--- src/rtl/spim_pkg.sv ---
package spim_pkg;

   localparam logic [7:0] OFS_CTRL = 8'h00;
   localparam logic [7:0] OFS_STAT = 8'h04;
   localparam logic [7:0] OFS_SYS  = 8'h08;
   localparam logic [7:0] OFS_TXB  = 8'h0C;
   localparam logic [7:0] OFS_RXB  = 8'h10;
   localparam logic [7:0] OFS_AUX  = 8'h14;

   localparam int FRAME_BITS = 8;
   localparam int EDGES      = 2 * FRAME_BITS;
   localparam int EDGE_W     = $clog2(EDGES);
   localparam int DIV_W      = 5;

   localparam logic [7:0] SYS_RESET = 8'h40;
   localparam int SYS_CS_BIT  = 6;
   localparam int STAT_BSY    = 0;
   localparam int STAT_RXF    = 2;

   typedef struct packed {
      logic             cpha;
      logic             cpol;
      logic             slow;
      logic [DIV_W-1:0] div;
   } ctrl_t;

   typedef enum logic [2:0] {
      SEL_NONE,
      SEL_CTRL,
      SEL_STAT,
      SEL_SYS,
      SEL_TXB,
      SEL_RXB,
      SEL_AUX
   } sel_e;

   function automatic sel_e decode_ofs(input logic [7:0] a);
      sel_e s;
      case (a)
         OFS_CTRL: s = SEL_CTRL;
         OFS_STAT: s = SEL_STAT;
         OFS_SYS:  s = SEL_SYS;
         OFS_TXB:  s = SEL_TXB;
         OFS_RXB:  s = SEL_RXB;
         OFS_AUX:  s = SEL_AUX;
         default:  s = SEL_NONE;
      endcase
      return s;
   endfunction

endpackage

--- src/rtl/spim_baud.sv ---
module spim_baud
   import spim_pkg::*;
#(
   parameter int PRE_LO = 16,
   parameter int PRE_HI = 128
) (
   input  logic             clk,
   input  logic             rst_n,
   input  logic             start,
   input  logic             run,
   input  logic             slow,
   input  logic [DIV_W-1:0] div,
   output logic             tick
);

   localparam int PW = $clog2(PRE_HI);
   localparam logic [PW-1:0] TOP_LO = PW'(PRE_LO - 1);
   localparam logic [PW-1:0] TOP_HI = PW'(PRE_HI - 1);

   initial begin
      if (PRE_LO < 2 || PRE_HI <= PRE_LO)
         $fatal(1, "spim_baud: prescaler values out of range");
   end

   logic [PW-1:0]    pre_cnt;
   logic [DIV_W-1:0] div_cnt;
   logic [DIV_W-1:0] div_q;
   logic             slow_q;
   logic [PW-1:0]    pre_top;
   logic             pre_wrap;
   logic             div_wrap;

   always_comb begin
      pre_top  = slow_q ? TOP_HI : TOP_LO;
      pre_wrap = (pre_cnt == pre_top);
      div_wrap = (div_cnt == div_q);
      tick     = run & pre_wrap & div_wrap;
   end

   always_ff @(posedge clk or negedge rst_n) begin
      if (!rst_n) begin
         pre_cnt <= '0;
         div_cnt <= '0;
         div_q   <= '0;
         slow_q  <= 1'b0;
      end else if (start) begin
         pre_cnt <= '0;
         div_cnt <= '0;
         div_q   <= div;
         slow_q  <= slow;
      end else if (run) begin
         if (pre_wrap) begin
            pre_cnt <= '0;
            div_cnt <= div_wrap ? '0 : div_cnt + 1'b1;
         end else begin
            pre_cnt <= pre_cnt + 1'b1;
         end
      end
   end

endmodule

--- src/rtl/spim_shifter.sv ---
module spim_shifter
   import spim_pkg::*;
#(
   parameter int SYNC_STAGES = 2
) (
   input  logic                  clk,
   input  logic                  rst_n,
   input  logic                  start,
   input  logic [FRAME_BITS-1:0] tx_byte,
   input  logic                  cpol,
   input  logic                  cpha,
   input  logic                  tick,
   input  logic                  miso,
   output logic                  busy,
   output logic                  done,
   output logic                  sck,
   output logic                  mosi,
   output logic [FRAME_BITS-1:0] rx_word
);

   initial begin
      if (SYNC_STAGES < 0 || SYNC_STAGES > 3)
         $fatal(1, "spim_shifter: SYNC_STAGES must be 0..3");
   end

   logic miso_s;

   generate
      if (SYNC_STAGES == 0) begin : g_nosync
         assign miso_s = miso;
      end else if (SYNC_STAGES == 1) begin : g_sync1
         logic s1_q;
         always_ff @(posedge clk or negedge rst_n) begin
            if (!rst_n) s1_q <= 1'b0;
            else        s1_q <= miso;
         end
         assign miso_s = s1_q;
      end else begin : g_syncn
         logic [SYNC_STAGES-1:0] sn_q;
         always_ff @(posedge clk or negedge rst_n) begin
            if (!rst_n) sn_q <= '0;
            else        sn_q <= {sn_q[SYNC_STAGES-2:0], miso};
         end
         assign miso_s = sn_q[SYNC_STAGES-1];
      end
   endgenerate

   logic                  busy_q;
   logic                  sck_q;
   logic                  mosi_q;
   logic                  cpha_q;
   logic [EDGE_W-1:0]     edge_cnt;
   logic [FRAME_BITS-1:0] txsh;
   logic [FRAME_BITS-1:0] rxsh;

   logic step, last, lead, smp, drv;
   logic [FRAME_BITS-1:0] rx_next;

   always_comb begin
      step    = busy_q & tick;
      last    = (edge_cnt == EDGE_W'(EDGES - 1));
      lead    = ~edge_cnt[0];
      smp     = lead ^ cpha_q;
      drv     = ~smp & ~last;
      rx_next = smp ? {rxsh[FRAME_BITS-2:0], miso_s} : rxsh;
   end

   always_ff @(posedge clk or negedge rst_n) begin
      if (!rst_n) begin
         busy_q   <= 1'b0;
         sck_q    <= 1'b0;
         mosi_q   <= 1'b0;
         cpha_q   <= 1'b0;
         edge_cnt <= '0;
         txsh     <= '0;
         rxsh     <= '0;
      end else if (start) begin
         busy_q   <= 1'b1;
         sck_q    <= cpol;
         cpha_q   <= cpha;
         edge_cnt <= '0;
         rxsh     <= '0;
         if (cpha) begin
            txsh <= tx_byte;
         end else begin
            mosi_q <= tx_byte[FRAME_BITS-1];
            txsh   <= {tx_byte[FRAME_BITS-2:0], 1'b0};
         end
      end else if (step) begin
         sck_q    <= ~sck_q;
         edge_cnt <= edge_cnt + 1'b1;
         rxsh     <= rx_next;
         if (drv) begin
            mosi_q <= txsh[FRAME_BITS-1];
            txsh   <= {txsh[FRAME_BITS-2:0], 1'b0};
         end
         if (last) busy_q <= 1'b0;
      end
   end

   assign busy    = busy_q;
   assign done    = step & last;
   assign rx_word = rx_next;
   assign sck     = busy_q ? sck_q : cpol;
   assign mosi    = mosi_q;

endmodule

--- src/rtl/spim_regfile.sv ---
module spim_regfile
   import spim_pkg::*;
#(
   parameter int ADDR_W = 8,
   parameter int DATA_W = 32
) (
   input  logic                  clk,
   input  logic                  rst_n,
   input  logic [ADDR_W-1:0]     bus_addr,
   input  logic                  bus_we,
   input  logic                  bus_re,
   input  logic [DATA_W-1:0]     bus_wdata,
   output logic [DATA_W-1:0]     bus_rdata,
   input  logic                  busy,
   input  logic                  done,
   input  logic [FRAME_BITS-1:0] rx_word,
   output ctrl_t                 ctrl,
   output logic                  start,
   output logic [FRAME_BITS-1:0] tx_byte,
   output logic                  rxf,
   output logic                  cs_n
);

   initial begin
      if (ADDR_W < 8) $fatal(1, "spim_regfile: ADDR_W must be at least 8");
      if (DATA_W < 8) $fatal(1, "spim_regfile: DATA_W must be at least 8");
   end

   logic in_page;
   logic [7:0] a8;

   generate
      if (ADDR_W == 8) begin : g_flat
         assign in_page = 1'b1;
         assign a8      = bus_addr;
      end else begin : g_wide
         assign in_page = (bus_addr[ADDR_W-1:8] == '0);
         assign a8      = bus_addr[7:0];
      end
   endgenerate

   sel_e sel;
   assign sel = in_page ? decode_ofs(a8) : SEL_NONE;

   ctrl_t                 ctrl_q;
   logic [7:0]            sys_q;
   logic [FRAME_BITS-1:0] tx_q;
   logic [FRAME_BITS-1:0] rx_q;
   logic                  rxf_q;
   logic [DATA_W-1:0]     aux_q;

   logic wr_ctrl, wr_stat, wr_sys, wr_aux, rd_rx, clr_rxf;

   always_comb begin
      wr_ctrl = bus_we & (sel == SEL_CTRL);
      wr_stat = bus_we & (sel == SEL_STAT);
      wr_sys  = bus_we & (sel == SEL_SYS);
      wr_aux  = bus_we & (sel == SEL_AUX);
      start   = bus_we & (sel == SEL_TXB) & ~busy;
      rd_rx   = bus_re & (sel == SEL_RXB);
      clr_rxf = rd_rx | (wr_stat & ~bus_wdata[STAT_RXF]);
   end

   always_ff @(posedge clk or negedge rst_n) begin
      if (!rst_n) begin
         ctrl_q <= '0;
         sys_q  <= SYS_RESET;
         tx_q   <= '0;
         rx_q   <= '0;
         rxf_q  <= 1'b0;
         aux_q  <= '0;
      end else begin
         if (wr_ctrl) ctrl_q <= ctrl_t'(bus_wdata[7:0]);
         if (wr_sys)  sys_q  <= bus_wdata[7:0];
         if (wr_aux)  aux_q  <= bus_wdata;
         if (start)   tx_q   <= bus_wdata[FRAME_BITS-1:0];
         if (done) begin
            rx_q  <= rx_word;
            rxf_q <= 1'b1;
         end else if (clr_rxf) begin
            rxf_q <= 1'b0;
         end
      end
   end

   logic [7:0] stat_v;
   always_comb begin
      stat_v           = '0;
      stat_v[STAT_BSY] = busy;
      stat_v[STAT_RXF] = rxf_q;
   end

   always_comb begin
      case (sel)
         SEL_CTRL: bus_rdata = DATA_W'(ctrl_q);
         SEL_STAT: bus_rdata = DATA_W'(stat_v);
         SEL_SYS:  bus_rdata = DATA_W'(sys_q);
         SEL_TXB:  bus_rdata = DATA_W'(tx_q);
         SEL_RXB:  bus_rdata = DATA_W'(rx_q);
         SEL_AUX:  bus_rdata = aux_q;
         default:  bus_rdata = '0;
      endcase
   end

   assign ctrl    = ctrl_q;
   assign tx_byte = tx_q;
   assign rxf     = rxf_q;
   assign cs_n    = sys_q[SYS_CS_BIT];

endmodule

--- src/rtl/spim_top.sv ---
module spim_top
   import spim_pkg::*;
#(
   parameter int ADDR_W      = 8,
   parameter int DATA_W      = 32,
   parameter int PRE_LO      = 16,
   parameter int PRE_HI      = 128,
   parameter int SYNC_STAGES = 2
) (
   input  logic              clk,
   input  logic              rst_n,
   input  logic [ADDR_W-1:0] bus_addr,
   input  logic              bus_we,
   input  logic              bus_re,
   input  logic [DATA_W-1:0] bus_wdata,
   output logic [DATA_W-1:0] bus_rdata,
   output logic              sck,
   output logic              mosi,
   input  logic              miso,
   output logic              cs_n
);

   ctrl_t                 ctrl;
   logic                  start;
   logic                  busy;
   logic                  done;
   logic                  tick;
   logic                  rxf;
   logic                  cpol;
   logic [FRAME_BITS-1:0] tx_byte;
   logic [FRAME_BITS-1:0] rx_word;
   logic [FRAME_BITS-1:0] tx_load;

   assign cpol    = ctrl.cpol;
   assign tx_load = start ? bus_wdata[FRAME_BITS-1:0] : tx_byte;

   spim_regfile #(
      .ADDR_W (ADDR_W),
      .DATA_W (DATA_W)
   ) u_regs (
      .clk       (clk),
      .rst_n     (rst_n),
      .bus_addr  (bus_addr),
      .bus_we    (bus_we),
      .bus_re    (bus_re),
      .bus_wdata (bus_wdata),
      .bus_rdata (bus_rdata),
      .busy      (busy),
      .done      (done),
      .rx_word   (rx_word),
      .ctrl      (ctrl),
      .start     (start),
      .tx_byte   (tx_byte),
      .rxf       (rxf),
      .cs_n      (cs_n)
   );

   spim_baud #(
      .PRE_LO (PRE_LO),
      .PRE_HI (PRE_HI)
   ) u_baud (
      .clk   (clk),
      .rst_n (rst_n),
      .start (start),
      .run   (busy),
      .slow  (ctrl.slow),
      .div   (ctrl.div),
      .tick  (tick)
   );

   spim_shifter #(
      .SYNC_STAGES (SYNC_STAGES)
   ) u_shift (
      .clk     (clk),
      .rst_n   (rst_n),
      .start   (start),
      .tx_byte (tx_load),
      .cpol    (cpol),
      .cpha    (ctrl.cpha),
      .tick    (tick),
      .miso    (miso),
      .busy    (busy),
      .done    (done),
      .sck     (sck),
      .mosi    (mosi),
      .rx_word (rx_word)
   );

endmodule

--- config.mk ---
export PLATFORM = sky130hd
export DESIGN_NAME = spim_top
export DESIGN_NICKNAME = d
export VERILOG_FILES = /design/src/rtl/spim_pkg.sv /design/src/rtl/spim_baud.sv /design/src/rtl/spim_shifter.sv /design/src/rtl/spim_regfile.sv /design/src/rtl/spim_top.sv
export SDC_FILE = /design/constraint.sdc
export NUM_CORES = 1
export LEC_CHECK = 0
export BUFFER_PORTS_ARGS = -buffer_cell sky130_fd_sc_hd__buf_2
export CORE_AREA = 2 2 103 105
export DETAILED_ROUTE_END_ITERATION = 16
export DIE_AREA = 0 0 105 107
export GPL_ROUTABILITY_DRIVEN = 1
export MAX_ROUTING_LAYER = met4
export PLACE_DENSITY = 0.76
export SLEW_MARGIN = 40
export SYNTH_ARGS = -nofsm -noshare
export SYNTH_HDL_FRONTEND = slang
export SYNTH_SLANG_ARGS = --single-unit
--- constraint.sdc ---
create_clock -name clk -period 4.14 [get_ports clk]
set_input_delay 1.242 -clock clk [delete_from_list [all_inputs] [get_ports clk]]
set_output_delay 1.242 -clock clk [all_outputs]
set_load 0.05 [all_outputs]
==> After elaboration in Yosys (flattened, before gate mapping) <==
Cells that the tools add are included.
{ "word_totals": {"input_bits": 45, "regBits": 109, "output_inout_bits": 35, "elab_cells": 102} }
{ "classes": {"eq_ne": 15, "n_addsub": 3, "bitwise_logic": 21, "reduce_logical": 11, "mux": 31} }
{ "ops": {"columns": ["operator", "n"], "rows": [
  ["32-bit case mux with 6 select lines", 1],
  ["8-bit 2-to-1 mux", 7],
  ["7-bit 2-to-1 mux", 4],
  ["5-bit 2-to-1 mux", 4],
  ["3-bit case mux with 6 select lines", 1],
  ["8-bit by 4-bit equality test with 1-bit output, second input constant", 2],
  ["8-bit by 5-bit equality test with 1-bit output, second input constant", 2],
  ["1-bit bitwise AND", 13],
  ["1-bit 2-to-1 mux", 12],
  ["2-bit nonzero test", 6],
  ["3-bit equality test, second input constant", 3],
  ["8-bit by 3-bit equality test with 1-bit output, second input constant", 1],
  ["8-bit zero test", 1],
  ["4-bit 2-to-1 mux", 2],
  ["7-bit by 1-bit adder with 7-bit output, second input constant", 1],
  ["7-bit equality test", 1],
  ["3-bit by 2-bit equality test with 1-bit output, second input constant", 2],
  ["1-bit NOT", 6],
  ["2-bit AND reduction", 3],
  ["5-bit by 1-bit adder with 5-bit output, second input constant", 1],
  ["5-bit equality test", 1],
  ["4-bit by 1-bit adder with 4-bit output, second input constant", 1],
  ["4-bit equality test, second input constant", 1],
  ["3-bit by 1-bit equality test with 1-bit output, second input constant", 1],
  ["4 further kinds", 4]
]} }

==> Longest topological paths before layout <==
Gate-level depths: netlist of run 1.
{ "logic_depth": {"word_depth": 8, "mapped_depth": 6, "mapped_depth_nobuf": 5} }

==> Cells and area by module <==
Synthesis of run 1 repeated with hierarchy kept, for this count alone.
{ "unflattened": {"hier_cells": 487, "hier_area_um2": 5542.8} }
{ "modules_own_cells": {"columns": ["mod", "area_per_inst_um2", "seq_area_each_um2", "n_inst", "cells_per_inst"], "rows": [
  ["spim_regfile", 3061.7, 1627.8, 1, 236],
  ["spim_shifter", 1441.4, 650.6, 1, 157],
  ["spim_baud", 908.4, 450.4, 1, 85],
  ["spim_top", 131.4, 0.0, 1, 9]
]} }

==> Worst setup path after synthesis of run 1 <==
OpenSTA, ideal clock, no wires.
{ "synth_timing": {"kind": "in2out", "start": "in bus_addr[7]", "end": "out bus_rdata[5]", "path_buffers": 1, "cell_stages": 4, "required_time_ps": 2898, "slack_ps": -459, "arrival_time_ps": 3357, "path_cell_list": "or4_4 -> or4b_2 -> clkbuf_1 -> o22ai_1"} }
{ "synth_between": {"elab_chain_cells": 4, "elab_cells_between_ends": 14, "classes_between": "11 x eq/ne; 2 x mux; 1 x reduce/logical"} }
{ "synth_lines": {"columns": ["element", "line", "text"], "rows": [
  ["from (decl)", "spim_top.sv:12", "input logic [ADDR_W-1:0] bus_addr,"],
  ["8-bit by 5-bit equality test with 1-bit output, or another cell as far along", "spim_pkg.sv:39", "case (a)"],
  ["3-bit case mux with 6 select lines (*)", "spim_pkg.sv:39", null],
  ["3-bit equality test, or another cell as far along", "spim_regfile.sv:94", "case (sel)"],
  ["32-bit case mux with 6 select lines (*)", "spim_regfile.sv:94", null],
  ["to (decl)", "spim_top.sv:16", "output logic [DATA_W-1:0] bus_rdata,"]
]} }
Mark *: on every way between the ends. The rest lies on a longest branch, timed or not.

==> Worst setup path in the final report of run 1 <==
{ "layout_timing": {"start": "in bus_addr[7]", "end": "out bus_rdata[6]"} }
Same word-level chain as after synthesis.

==> summary by stage, run 1 <==
Routing
In the routed layout, each cell is associated on average with a via count of 5.684. In the routed design, unresolved DRC markers number 0. Once detail routing completed, the nets flagged for antenna violations numbered 0.

The via count is 4115. After detailed routing, the total wire length is 12.44 mm. In this run, the number of DRC markers left after iteration 0 of detailed routing was 212. The routed length per instance is 17.18 µm. The number of search-and-repair iterations in the first detailed-routing pass is 4.

Die
The die outline width is 105 µm. Row generation in the floorplan step produced 37 rows. The core region is 10090 µm².

From bottom edge to top edge, the die measures 107 µm. During I/O placement, the number of pins put on the boundary was 80. The die covers 11240 µm². For this configuration, the core starts out at a cell density of 53.15%.

Final layout
The share of layout cells above drive strength 1 is 33.16%. After the flow finishes, the layout carries non-filler instances totaling 724. The final core area utilization is 63.30%.

The library cell used most frequently in the layout, excluding fill and tap cells, is dfrtp_1. The final layout contains 631 nets. The library cells used most frequently in the layout, excluding fill and tap cells, are dfrtp_1 (108), nand2_1 (99), mux2_2 (63). The sequential cells in the finished layout cover a total of 2729 µm². The layout-stage area growth over the synthesis result is 19.10%. The count of fill cells added during filler insertion is 854.

The antenna diode instance count is 0. Summing all multi-input logic gate instances after layout gives 2631 µm².

Synth
In the synthesized netlist, the number of instances is 502. The average cell area after synthesis is 10.69 µm². Counting flops with a built-in enable in the synthesized netlist gives 0.

After synthesis, the cell types taking the most area are dfrtp_1 (50%), mux2_2 (13%), nand2_1 (6.9%), mux2i_1 (4.7%), and2_1 (2.8%). The fraction of the yosys area taken by sequential cells is 50.87%. Synthesis produced a netlist with a net count of 550.

The distinct cell type count of the synthesized netlist is 49. Summing every instance area after synthesis gives 5364 µm². Synthesis inferred 109 register bits. The area fraction of the dominant cell type after synthesis is 50.38%.

For this run, the number of Yosys warnings is 0. For this run, the leading register cell type out of synthesis is dfrtp_1. The most area-hungry cell type in the Yosys netlist is dfrtp_1. The fraction of registers with async set or reset after synthesis is 100.0%.

STA
The total count of max-transition violations in the final report was 0. In this run the tightest slew margin relative to its limit is 43.67%. In the post-route analysis, the smallest setup slack over all paths is -13.35 ps.

At the pin with the least slew margin, the transition time is 840.4 ps. Between clock sinks in the finished design, the worst skew comes to 14.30 ps. The number of hold-slack violations in the final timing report was 0.

Setup repair after global routing could not meet its margin everywhere. The maximum operating frequency is 240.8 MHz. The total setup violations reported at the end of the flow is 2.

After layout, the minimum clock period comes to 4153 ps. After layout, the worst path uses 100.3% of the clock period.

Worst setup path
The endpoint of the lowest-slack register-to-register path is u_regs.rx_q[5]. Of all nets on the critical path, the largest fanout is 8. For the worst setup path, the data required time is 2900 ps. The startpoint of the worst setup timing path is bus_addr[7]. The worst register-to-register path begins at u_baud.pre_cnt[4].

The slack of the worst reg-to-reg path is 1540 ps. The worst setup path is launched from an input pin. The critical path capture point type is an output pin.

The critical path is of the input pin to output pin type. The destination of the critical timing path is bus_rdata[6]. The data arrival time of the critical path is 2910 ps. The number of cells on the worst reg-to-reg path is 4.

Placement
The placer's final routability congestion estimate is 0.8568. The number of placed instances, taps included, is 707. Summed over all nets, the half-perimeter wirelength after detailed placement is 8.808 mm. In this run the tool buffered the top-level ports with 79 buffer cells.

Power
The power per unit of standard cell area is 337.2 nW/µm². Across the VDD grid, the largest voltage drop is 0.0002061 V. Summed over all cells, the static leakage comes to 3.053 nW.

CTS
The clock net in this run drives a total of 109 sinks. The clock tree from TritonCTS is built. The clock tree root driver cell is clkbuf_8. The longest clock path from root to sink contains 2 buffers. The clock-pin transition on the worst setup and hold timing paths is 90 ps. The latest clock arrival within the worst-skew pair is 380 ps. The maximum level of the CTS H-tree is 3. The clock buffer count from CTS is 9.

Worst hold path
The number of cells traversed by the worst hold path is 0. The path class of the tightest hold or removal check is flip-flop to flip-flop. The worst min-delay path startpoint is u_shift.g_syncn.sn_q[0].

Global route
Summed over all layers, the global routing overflow is 0. The number of antenna violations at the first check in global routing is 0. The largest net degree at the start of global routing is 76. The overall fraction of global-route tracks in use is 24.01%. The via count of the first global-routing pass is 4177.

The first global-routing pass estimated 20.65 mm of wire.

Run status
The checks that failed: setup timing. The run finished, with violations left.

Job
The tool flagged a number of max-cap violations equal to 0.
-- through the flow --
step	TNS, ps	worst slack (ps)	hold WS, ps	total power, mW	area [µm²]
2_1_floorplan	0	61.56	331.2	1.439	5499
6_report	-19.14	-13.35	355.3	2.154	6389
4_1_cts	-6.103	-6.103	359.2	2.166	6317
5_1_grt	-345.6	-62.38	375.8	2.258	6389
3_3_place_gp	-655.6	-99.30	337.8	1.539	6077
3_5_place_dp	-766.0	-115.0	336.4	1.560	6081
-- cell usage after synthesis (3+ instances only) --
| cell | instances |
|---|---|
| nor2_1 | 13 |
| a31oi_1 | 8 |
| clkbuf_1 | 17 |
| and3_1 | 3 |
| o211ai_1 | 7 |
| buf_1 | 5 |
| nand2b_1 | 6 |
| nand3_1 | 16 |
| nand4_1 | 10 |
| dfrtp_1 | 108 |
| a21oi_1 | 5 |
| o31ai_1 | 3 |
| o21ai_0 | 14 |
| xnor2_1 | 8 |
| nor3_1 | 3 |
| and4_1 | 3 |
| inv_1 | 12 |
| xor2_1 | 4 |
| o22ai_1 | 8 |
| ha_1 | 3 |
| and2_1 | 24 |
| nor4_1 | 3 |
| nand2_1 | 99 |
| mux2i_1 | 25 |
| mux2_2 | 63 |
-- where the power goes --
group	total (mW)	internal [mW]	switching [mW]
Sequential	1.23	1.14	0.0873
Combinational	0.314	0.129	0.185
Clock	0.610	0.226	0.383
-- cells by family (layout without fill, tap and decap cells) --
| logic type | count (synthesis) | count (layout) | synth area share [%] |
|---|---|---|---|
| AO/OA/AOI/OAI | 57 | 57 | 6.881 |
| XOR/XNOR | 12 | 12 | 1.959 |
| adder cells (fa/ha/maj) | 3 | 3 | 0.6999 |
| buffers and inverters | 36 | 122 | 2.682 |
| flip-flops | 109 | 109 | 50.87 |
| multiplexers | 90 | 90 | 18.73 |
| AND/OR/NAND/NOR | 195 | 195 | 18.17 |
-- layer usage --
metal	track usage, %	wire (µm)	vias up
li1	-	-	1930
met1	30.71	5470	2044
met2	38.73	6107	118
met3	5.046	578	23
met4	7.524	280	0
met5	-	0	-
-- layout make-up --
type | count | share of cell area (%)
clock buffer | 9 | 1.939
clock inverter | 7 | 0.8813
inverter | 12 | 0.7051
multi-input combinational | 357 | 41.19
sequential | 109 | 42.71
tap | 136 | 2.664
timing repair buffer | 94 | 9.910
-- state kept, by name, summed over array words and instances, names as in the netlist, 2 cells and up --
register and flops:
u_regs.aux_q 32, u_regs.tx_byte 8, u_regs.sys_q 8, u_regs.rx_q 8, u_shift.rxsh 8, u_shift.g_syncn.sn_q 2
u_shift.txsh 8, u_baud.div_q 5, u_baud.pre_cnt 7, u_regs.ctrl 8, u_baud.div_cnt 5, u_shift.edge_cnt 4
-- critical path: stages --
cell and delay, ps:
buf_6 90, or4_4 540, or4b_4 660, o22ai_4 180
buf_6 190
-- how the worst min path moves through the flow --
stage	to	slack, ps
after global placement	u_shift.g_syncn.sn_q[1]	340
after floorplan	u_shift.g_syncn.sn_q[1]	330
final	u_shift.g_syncn.sn_q[1]	360
after CTS	u_shift.g_syncn.sn_q[1]	360
after global routing	u_shift.g_syncn.sn_q[1]	380
after detailed placement	u_shift.g_syncn.sn_q[1]	340
-- repair_timing --
item / in CTS / in global routing
resized for setup: 17 / 13
endpoints found under the setup margin: 8 / 32
setup buffers: 0 / 1
pin swaps: 0 / 2
hold buffers: 0 / 0
hold endpoints to repair: 0 / 0
Note: power is estimated with default switching activity, not from simulation.
==> run 2, diff against run 1 <==
Settings changed: CORE_AREA 2 2 103 105 to 2 2 119 92, CTS_BUF_LIST set to sky130_fd_sc_hd__clkbuf_2 sky130_fd_sc_hd__clkbuf_4 sky130_fd_sc_hd__clkbuf_8, DIE_AREA 0 0 105 107 to 0 0 121 94.
==> run 2 against run 1 <==
  * Register-to-register slack got worse by 30 ps
  * Highest routed layer unchanged
  * Non-clock buffer count rose by 3
  * Global-route usage down 0.28 points
  * Power grew 12%
  * Critical path depth did not move
  * The flow still finishes with violations (setup timing)
  * Cell area increased by 1.7%
  * Flip-flop and latch count unchanged
  * Clock-buffer cell count did not move
==> summary by stage, run 2 (synthesis results as in run 1) <==
CTS
The TritonCTS sink count came to 109 (unchanged). The cell sitting at the root of the clock tree is a clkbuf_8. The latest clock arrival within the worst-skew pair was 380 ps (about the same).

The maximum level of the CTS H-tree is 3 (unchanged). The clock-pin transition on the worst setup and hold timing paths is 100 ps (about the same). TritonCTS built the clock tree.

The clock buffer count from CTS is 9 (unchanged). The maximum clock path buffer count came to 2 (unchanged).

Job
The count of max-cap constraint violations is 0 (unchanged).

Worst setup path
The data arrival time of the critical path is 2900 ps (about the same). Among all stages on the critical path, the largest delay is contributed by or4b_4. The highest fanout seen on the critical path is 8 (unchanged). The worst path buffer plus inverter count is 2 (unchanged). The signal on the critical path passes through buf_6, or4_4, or4b_4, o22ai_4, buf_6. The critical path capture point type is an output pin. The maximum single-stage delay on the critical path came to 660 ps (about the same).

The dominant cell type by count on the critical path is buf_6. Grouping stages by cell kind, the critical path spends the most delay in simple AND/OR/NAND/NOR gates. The worst setup path is launched from an input pin. The critical path in this run is classified as input pin to output pin. The data required time of the worst path is 2900 ps (about the same).

Global route
The largest net degree at the start of global routing is 43 (-43%). The global-route wire length before repair was 20.48 mm (-0.83%). The residual overflow from global routing is 0 (unchanged).

The number of antenna violations at the first check in global routing was 0 (unchanged). The via count of the first global-routing pass is 4066 (-2.7%). The overall fraction of global-route tracks in use came to 23.74% (-0.28 points).

Routing
The via count is 4117 (+0.049%). The routed length per instance is 17.48 µm (+1.8%). The number of remaining DRC errors is 0 (unchanged). The routed via count divided by cell count came to 5.663 (-0.36%).

The detailed-route wire length is 12.71 mm (+2.2%). The count of nets left with antenna violations after detail routing is 0 (unchanged). The number of search-and-repair iterations in the first detailed-routing pass was 4 (unchanged). The count of routing violations after the opening detailed-route iteration came to 270 (+27%).

STA
The total setup violations reported at the end of the flow came to 2 (unchanged). The total count of max-transition violations in the final report is 0 (unchanged). The maximum operating frequency is 241.4 MHz (+0.27%). The slew of the pin with the lowest slew margin came to 769.9 ps (-70.43 ps). The final setup skew was 6.892 ps (-7.405 ps). The worst setup margin is -2.196 ps (+11.16 ps).

The final critical-path share of the clock period is 100.1% (-0.27 points). The remaining max-slew budget at the tightest pin came to 48.23% (+4.6 points). The number of hold-slack violations in the final timing report came to 0 (unchanged). The final critical delay including setup and external delays is 4142 ps (-11.16 ps). Setup repair after global routing could not meet its margin everywhere.

Final layout
The count of fill cells added during filler insertion is 820 (-4.0%). The antenna diode instance count is 0 (unchanged). The share of layout cells above drive strength 1 is 33.33% (+0.17 points).

The leading cell type in the layout, fill and taps excluded is dfrtp_1. The post-route non-filler standard cell count was 727 (+0.41%). The register with the most flip-flops is u_regs.aux_q. The count of nets after finishing is 634 (+0.48%). Leaving out fill and tap cells, the most frequent cells in the layout are dfrtp_1 (108), nand2_1 (99), mux2_2 (63).

The layout-stage area growth over the synthesis result is 21.09%. The number of flip-flops under the largest register name is 32 (unchanged).

Power
The largest voltage drop on the vdd net is 0.0001999 V (-3.0%). The relative contribution of the clock network to total power is 35.2% (+6.9 points). The total net switching power is 0.6615 mW (+0.90%). The power per unit of standard cell area was 370.1 nW/µm² (+9.7%).

The relative contribution of combinational cells to total power is 13.5% (-1.1 points). The sum of internal, switching and leakage power is 2.404 mW (+12%). The part of the power in registers is 51.3% (-5.8 points).

The internal portion of total power is 1.742 mW (+16%). The switching portion of total power is 27.52% (-2.9 points). The leakage power is 3.121 nW (+2.2%).

Run status
The flow ran to the end, but the final reports show violations. The final reports fail on setup timing.

Die
The die outline width is 121 µm (+15%). The die area is 11370 µm² (+1.2%). The effective utilization at floorplan was 52.95% (-0.20 points). The top-level port count was 80 (unchanged).

The placeable core region was 10130 µm² (+0.37%). The vertical die dimension was 94 µm (-12%). The number of cell rows is 32 (-14%).

Placement
The cell total after placement is 710 (+0.42%). The placed wire-length estimate after detailed placement is 9.069 mm (+3.0%). The placer's final routability congestion estimate is 0.9062 (+5.8%).

The count of port buffers added during placement is 79 (unchanged).

Worst hold path
The type of the worst min-delay path is flip-flop to flip-flop.
## run 2: routing by layer
| metal | up-vias | share of wire, % | global-route usage, % |
|---|---|---|---|
| li1 | 1937 | - | - |
| met1 | 2017 | 46 | 33.19 |
| met2 | 147 | 46 | 36.10 |
| met3 | 16 | 6.6 | 4.976 |
| met4 | 0 | 1.0 | 4.942 |
| met5 | - | 0 | - |
## run 2: power by group through the flow
| stage | logic (mW) | registers [mW] | clock network, mW |
|---|---|---|---|
| 2_1_floorplan | 0.217 | 1.22 | 0 |
| 3_3_place_gp | 0.299 | 1.24 | 0 |
| 3_5_place_dp | 0.315 | 1.25 | 0 |
| 4_1_cts | 0.320 | 1.23 | 0.857 |
| 5_1_grt | 0.360 | 1.25 | 0.900 |
| 6_report | 0.324 | 1.23 | 0.847 |
## run 2: layout make-up
cell class	count	area [µm²]	share of cell area [%]
inverter	12	45.04	0.6935
sequential	109	2729	42.02
clock buffer	9	123.9	1.907
tap	136	170.2	2.620
timing repair buffer	97	648.1	9.979
clock inverter	7	146.4	2.254
multi-input combinational	357	2633	40.53
## run 2: final timing paths
path	startpoint	endpoint	slack [ps]	cells after the start
max	bus_addr[7]	bus_rdata[3]	-2	5
min	u_shift.g_syncn.sn_q[0]	u_shift.g_syncn.sn_q[1]	360	0
max reg2reg	u_baud.pre_cnt[4]	u_regs.rx_q[7]	1510	4
min reg2reg	u_shift.g_syncn.sn_q[0]	u_shift.g_syncn.sn_q[1]	360	0
max in group asynchronous	rst_n	u_regs.sys_q[6]	2420	3
min in group asynchronous	rst_n	u_baud.pre_cnt[5]	770	1
## run 2: worst reg2reg max path: stages, from the launching register on
cell	delay, ps
dfrtp_1	470
nor4_1	540
o211ai_1	370
nor3_2	720
mux2_2	420
## run 2: timing repair
item / 4_1_cts / 5_1_grt
hold buffers: 0 / 0
resized for setup: 18 / 11
setup buffers: 1 / 0
setup endpoints to repair: 9 / 22
pin swaps: 2 / 1
## run 2: per-stage QoR
step                      area, µm²  hold slack [ps]  worst slack (ps)  util, %  TNS, ps
final                          6495            361.1            -2.196    64.12   -3.046
after global routing           6495            377.7            -30.89    64.12   -228.8
after detailed placement       6100            338.7            -126.7    60.21   -869.0
after CTS                      6440            362.6            -60.83    63.57   -419.1
after floorplan                5499            331.2             61.56        -        0
after global placement         6080            338.0            -113.1    60.02   -771.4
